--- config.mk ---
export PLATFORM = sky130hd
export DESIGN_NAME = ind_reg_bridge
export DESIGN_NICKNAME = d
export VERILOG_FILES = /design/src/rtl/ind_reg_bridge_pkg.sv /design/src/rtl/ind_reg_bridge_ctrl.sv /design/src/rtl/ind_reg_bridge_dp.sv /design/src/rtl/ind_reg_bridge.sv
export SDC_FILE = /design/constraint.sdc
export NUM_CORES = 1
export LEC_CHECK = 0
export CORE_UTILIZATION = 45
export CTS_BUF_LIST = sky130_fd_sc_hd__clkbuf_2 sky130_fd_sc_hd__clkbuf_4 sky130_fd_sc_hd__clkbuf_8
export DETAILED_ROUTE_END_ITERATION = 10
export HOLD_SLACK_MARGIN = 0.08
export SETUP_SLACK_MARGIN = 0.15
export SYNTH_ARGS = -nofsm -noshare
export SYNTH_HDL_FRONTEND = slang
export SYNTH_SLANG_ARGS = --single-unit
--- constraint.sdc ---
create_clock -name clk -period 6.2 [get_ports clk]
set_input_delay 1.55 -clock clk [delete_from_list [all_inputs] [get_ports clk]]
set_output_delay 1.55 -clock clk [all_outputs]
set_load 0.1 [all_outputs]
--- src/rtl/ind_reg_bridge_pkg.sv ---
package ind_reg_bridge_pkg;
  localparam int CMD_AW = 10;
  localparam int WIN_AW = 2;
  localparam logic [WIN_AW-1:0] WIN_CMD  = 2'd0;
  localparam logic [WIN_AW-1:0] WIN_DATA = 2'd1;
  localparam logic [WIN_AW-1:0] WIN_STAT = 2'd2;

  typedef enum logic [1:0] {TGT_NONE, TGT_CORE, TGT_MGMT} tgt_e;

  // strobes from the sequencer to the datapath
  typedef struct packed {
    logic              dataLoad;
    logic              commit;
    logic              isWrite;
    tgt_e              tgt;
    logic [CMD_AW-1:0] addr;
  } seq_strobe_t;
endpackage

--- src/rtl/ind_reg_bridge_ctrl.sv ---
module ind_reg_bridge_ctrl
  import ind_reg_bridge_pkg::*;
#(
  parameter int CORE_COUNT = 8,
  parameter logic [CMD_AW-1:0] MGMT_BASE = 10'h300,
  parameter int CORE_LAT = 4,
  parameter int MGMT_LAT = 64
) (
  input  logic              clk,
  input  logic              rstN,
  input  logic              hostWr,
  input  logic [WIN_AW-1:0] hostAddr,
  input  logic [CMD_AW-1:0] wrAddrField,
  input  logic              wrWeBit,
  input  logic              wrClrBit,
  output seq_strobe_t       strobe,
  output logic              busy,
  output logic              overrun
);
  localparam int CNT_W = $clog2(MGMT_LAT + 1);
  localparam logic [CMD_AW-1:0] CORE_LIM = CMD_AW'(CORE_COUNT);

  logic              cmdWr, statWr, dataWr;
  logic [CNT_W-1:0]  cnt, startCnt;
  logic [CMD_AW-1:0] cmdAddr;
  logic              cmdWe;
  tgt_e              cmdTgt, newTgt;

  assign cmdWr  = hostWr && (hostAddr == WIN_CMD);
  assign statWr = hostWr && (hostAddr == WIN_STAT);
  assign dataWr = hostWr && (hostAddr == WIN_DATA);

  always_comb begin
    if (wrAddrField < CORE_LIM)        newTgt = TGT_CORE;
    else if (wrAddrField >= MGMT_BASE) newTgt = TGT_MGMT;
    else                               newTgt = TGT_NONE;
    startCnt = (newTgt == TGT_MGMT) ? CNT_W'(MGMT_LAT - 1) : CNT_W'(CORE_LAT - 1);
  end

  always_ff @(posedge clk) begin
    if (!rstN) begin
      busy    <= 1'b0;
      cnt     <= '0;
      cmdAddr <= '0;
      cmdWe   <= 1'b0;
      cmdTgt  <= TGT_NONE;
    end else if (busy) begin
      if (cnt == '0) busy <= 1'b0;
      else           cnt  <= cnt - 1'b1;
    end else if (cmdWr) begin
      busy    <= 1'b1;
      cnt     <= startCnt;
      cmdAddr <= wrAddrField;
      cmdWe   <= wrWeBit;
      cmdTgt  <= newTgt;
    end
  end

  always_ff @(posedge clk) begin
    if (!rstN)                   overrun <= 1'b0;
    else if (cmdWr && busy)      overrun <= 1'b1;
    else if (statWr && wrClrBit) overrun <= 1'b0;
  end

  always_comb begin
    strobe.dataLoad = dataWr && !busy;
    strobe.commit   = busy && (cnt == '0);
    strobe.isWrite  = cmdWe;
    strobe.tgt      = cmdTgt;
    strobe.addr     = cmdAddr;
  end
endmodule

--- src/rtl/ind_reg_bridge_dp.sv ---
module ind_reg_bridge_dp
  import ind_reg_bridge_pkg::*;
#(
  parameter int DATA_W = 32,
  parameter int CORE_COUNT = 8,
  parameter int MGMT_COUNT = 4,
  parameter int WE_BIT = 15
) (
  input  logic              clk,
  input  logic              rstN,
  input  logic [WIN_AW-1:0] hostAddr,
  input  logic [DATA_W-1:0] hostWdata,
  input  seq_strobe_t       strobe,
  input  logic              busy,
  input  logic              overrun,
  output logic [DATA_W-1:0] hostRdata
);
  localparam int CORE_IW = $clog2(CORE_COUNT);
  localparam int MGMT_IW = $clog2(MGMT_COUNT);

  logic [DATA_W-1:0]  dataReg;
  logic [DATA_W-1:0]  coreReg [CORE_COUNT];
  logic [DATA_W-1:0]  mgmtReg [MGMT_COUNT];
  logic [CORE_IW-1:0] coreIdx;
  logic [MGMT_IW-1:0] mgmtIdx;
  logic               wrCommit;

  assign coreIdx  = strobe.addr[CORE_IW-1:0];
  assign mgmtIdx  = strobe.addr[MGMT_IW-1:0];
  assign wrCommit = strobe.commit && strobe.isWrite;

  for (genvar i = 0; i < CORE_COUNT; i++) begin : g_core
    always_ff @(posedge clk) begin
      if (!rstN) coreReg[i] <= '0;
      else if (wrCommit && strobe.tgt == TGT_CORE && coreIdx == CORE_IW'(i))
        coreReg[i] <= dataReg;
    end
  end

  for (genvar j = 0; j < MGMT_COUNT; j++) begin : g_mgmt
    always_ff @(posedge clk) begin
      if (!rstN) mgmtReg[j] <= '0;
      else if (wrCommit && strobe.tgt == TGT_MGMT && mgmtIdx == MGMT_IW'(j))
        mgmtReg[j] <= dataReg;
    end
  end

  always_ff @(posedge clk) begin
    if (!rstN) dataReg <= '0;
    else if (strobe.dataLoad) dataReg <= hostWdata;
    else if (strobe.commit && !strobe.isWrite) begin
      case (strobe.tgt)
        TGT_CORE: dataReg <= coreReg[coreIdx];
        TGT_MGMT: dataReg <= mgmtReg[mgmtIdx];
        default:  dataReg <= '0;
      endcase
    end
  end

  always_comb begin
    hostRdata = '0;
    case (hostAddr)
      WIN_CMD: begin
        hostRdata[CMD_AW-1:0] = strobe.addr;
        hostRdata[WE_BIT]     = strobe.isWrite;
      end
      WIN_DATA: hostRdata = dataReg;
      WIN_STAT: begin
        hostRdata[0] = ~busy;
        hostRdata[1] = overrun;
      end
      default: hostRdata = '0;
    endcase
  end
endmodule

--- src/rtl/ind_reg_bridge.sv ---
module ind_reg_bridge
  import ind_reg_bridge_pkg::*;
#(
  parameter int DATA_W = 32,
  parameter int CORE_COUNT = 8,
  parameter int MGMT_COUNT = 4,
  parameter logic [CMD_AW-1:0] MGMT_BASE = 10'h300,
  parameter int CORE_LAT = 4,
  parameter int MGMT_LAT = 64,
  parameter int WE_BIT = 15
) (
  input  logic              clk,
  input  logic              rstN,
  input  logic              hostWr,
  input  logic [1:0]        hostAddr,
  input  logic [DATA_W-1:0] hostWdata,
  output logic [DATA_W-1:0] hostRdata
);
  seq_strobe_t strobe;
  logic        seqBusy;
  logic        seqOverrun;

  ind_reg_bridge_ctrl #(
    .CORE_COUNT(CORE_COUNT), .MGMT_BASE(MGMT_BASE),
    .CORE_LAT(CORE_LAT), .MGMT_LAT(MGMT_LAT)
  ) ctrl_i (
    .clk(clk), .rstN(rstN), .hostWr(hostWr), .hostAddr(hostAddr),
    .wrAddrField(hostWdata[CMD_AW-1:0]), .wrWeBit(hostWdata[WE_BIT]),
    .wrClrBit(hostWdata[1]), .strobe(strobe), .busy(seqBusy),
    .overrun(seqOverrun)
  );

  ind_reg_bridge_dp #(
    .DATA_W(DATA_W), .CORE_COUNT(CORE_COUNT),
    .MGMT_COUNT(MGMT_COUNT), .WE_BIT(WE_BIT)
  ) dp_i (
    .clk(clk), .rstN(rstN), .hostAddr(hostAddr), .hostWdata(hostWdata),
    .strobe(strobe), .busy(seqBusy), .overrun(seqOverrun),
    .hostRdata(hostRdata)
  );
endmodule

==> impl_metrics.yaml <==
setup_path:
  slowest_stage: "clkdlybuf4s50_1"
  path_class: "input port to primary output"
  required_ns: 4.65
  cpPeakStageDelay_ns: 0.73
  worst_setup_path_start_kind: "input port"
  worstPathCellList: "clkdlybuf4s50_1 -> nor2_1 -> buf_4 -> and2_1 -> buf_12"
  arrival_ns: 3.38
  cp_num_buf_inv: 3
  end_kind: "primary output"
  path_max_fanout: 21
  cpLargestDelayFamily: "buffers and inverters"
routing:
  vias: 12363
  first_pass_iters: 6
  post_drt_via_cell_ratio: 5.59
  ant_nets: 0
  drc: 0
  finalWirelength_um: 50400
  first_iter_violations: 1205
  wl_per_cell_um: 22.8
timing:
  fin_crit_ns: 4.93
  slew_headroom: 0.295
  hold_viol: 0
  setup_viol: 0
  fin_tns_setup_ns: 0
  tightest_slew_ns: 1.06
  whs_ns: 0.458
  period_share: 0.795
  fmax_mhz: 203
  fin_worst_skew_ns: 0.0242
  rsz0062_at_grt: "no"
  slew_violations: 0
finish:
  drive_gt1_frac: 0.190
  layout_common_cells: "edfxtp_1 (384), nor2_1 (271), and2_1 (151)"
  fin_nets: 1609
  area_growth_pct: 15.1
  final_common_cell: "edfxtp_1"
  final_util: 0.526
min_path:
  min_path_type: "flip-flop to flip-flop"
clock_network:
  cts_buffers: 73
  clock-sinks: 441
  clkLatencyLatePin_ns: 0.62
  htreeDepth: 3
  root_buffer: "clkbuf_8"
  postCtsSetupBuffers: 0
  clk_path_buf_depth: 3
  postCtsHoldBufs: 0
  clk_pin_slew_ns: 0.06
  cts_tree: "yes"
  cts_resized: 0
floorplanning:
  die_w_um: 211
  io_pins: 69
  start_util: 0.457
  die_h_um: 211
  coreArea_um2: 43200
  dieArea_um2: 44700
  rows: 76
global_route:
  grt_usage: 0.232
  grt_pass1_wl_um: 76100
  antenna_found_initial: 0
  grt.overflow.total: 0
  grt_start_max_net_pins: 69
  grt_pass1_vias: 12351
synth:
  synth_seq_cells: 441
  synth-main-ff-cell: "edfxtp_1"
  yosysWarningCount: 0
  synth_cell_types: 51
  synthArstFlopShare: 0
  synth-edff-count: 384
  synth_cells: 1502
  syn_area_per_cell_um2: 13.1
  ys_seq_area_frac: 0.643
  synth_area_um2: 19700
  synth.net_count: 1543
power_and_ir_drop:
  vdd_drop_max_mv: 0.151
  power_density_nw_per_um2: 278
  p_leak_nw: 7.34
place:
  detailed_place_hpwl_um: 27900
  gp_congestion: 0.801
  io_buffers: 68
outcome:
  status: "finished clean"
run:
  cap_violations: 0
routing by layer:
| metal | vias up | wire (µm) | part of all wire | global-route usage |
|---|---|---|---|---|
| met5 | - | 0 | 0 | 0 |
| met4 | 0 | 1070 | 0.021 | 0.0752 |
| met3 | 83 | 3550 | 0.070 | 0.0392 |
| met2 | 451 | 23600 | 0.47 | 0.360 |
| met1 | 6240 | 22200 | 0.44 | 0.332 |
| li1 | 5589 | - | - | - |
registers in the layout, indices dropped and copies added, names as in the netlist, named ones only:
name / cells
ctrl_i.cmdWe: 1
dp_i.coreReg: 256
ctrl_i.cmdTgt: 2
ctrl_i.cnt: 7
ctrl_i.overrun: 1
ctrl_i.cmdAddr: 10
dp_i.dataReg: 32
dp_i.mgmtReg: 128
ctrl_i.busy: 1
final timing paths:
path / depth (start not counted) / endpoint / startpoint / slack (ns)
setup / recovery: 5 / hostRdata[26] / hostAddr[1] / 1.27
hold / removal: 2 / ctrl_i.cmdAddr[3] / ctrl_i.cmdAddr[3] / 0.46
setup reg to reg: 7 / dp_i.coreReg[2][29] / ctrl_i.cnt[0] / 2.75
hold reg to reg: 2 / ctrl_i.cmdAddr[3] / ctrl_i.cmdAddr[3] / 0.46
cell usage after synthesis, types with 12 or more instances:
cell type,count,share of area
and2_1,151,0.048
mux4_2,64,0.073
mux2_2,31,0.018
a21oi_1,16,0.0041
o22ai_1,32,0.010
nand2_1,131,0.025
edfxtp_1,384,0.58
buf_2,32,0.0081
nand2b_1,38,0.012
dfxtp_1,57,0.058
a22oi_1,32,0.012
mux2i_1,74,0.038
buf_6,12,0.0069
a31oi_1,35,0.011
nor2_1,271,0.052
clkbuf_1,59,0.011
o21ai_0,18,0.0046
cells by family after synthesis:
group / Yosys count / share of synthesized area
compound gates: 143 / 0.0466
xor+xnor: 1 / 0.000444
fa+ha+maj: 4 / 0.00254
buf+inv: 117 / 0.0291
flops: 441 / 0.643
mux: 169 / 0.128
simple gates: 627 / 0.150
stage by stage:
step	total power [mW]	cells	area, µm²	worst slack, ns
final	6.30	2210	22700	1.27
after global routing	6.52	2209	22700	1.14
after detailed placement	3.80	2078	21200	1.29
after floorplan	3.64	1502	19700	0.507
after CTS	6.36	2209	22700	1.28
after global placement	3.79	2078	21200	1.34
cell type report:
type / instances / area, µm²
antenna: 1 / 2.50
clock buffer: 110 / 1350
clock inverter: 21 / 115
fill: 3732 / 20500
inverter: 8 / 30.0
multi-input combinational: 944 / 6660
sequential: 441 / 12700
tap: 585 / 732
timing repair buffer: 100 / 1130
worst reg2reg max path, stage by stage, from the launching register on:
cell and delay, ns:
dfxtp_1 0.35, inv_1 0.10, ha_1 0.19, or4b_1 0.61, nor4_2 0.63, nand2b_2 0.72, buf_4 0.51, nor2_1 0.19
power breakdown:
part           leakage, nW  switching [mW]  internal [mW]
Clock                0.779            1.14           1.42
Sequential            4.43          0.0616           3.31
Combinational         2.14           0.220          0.140
Total                 7.34            1.42           4.88
(Power assumes the default switching activity.)
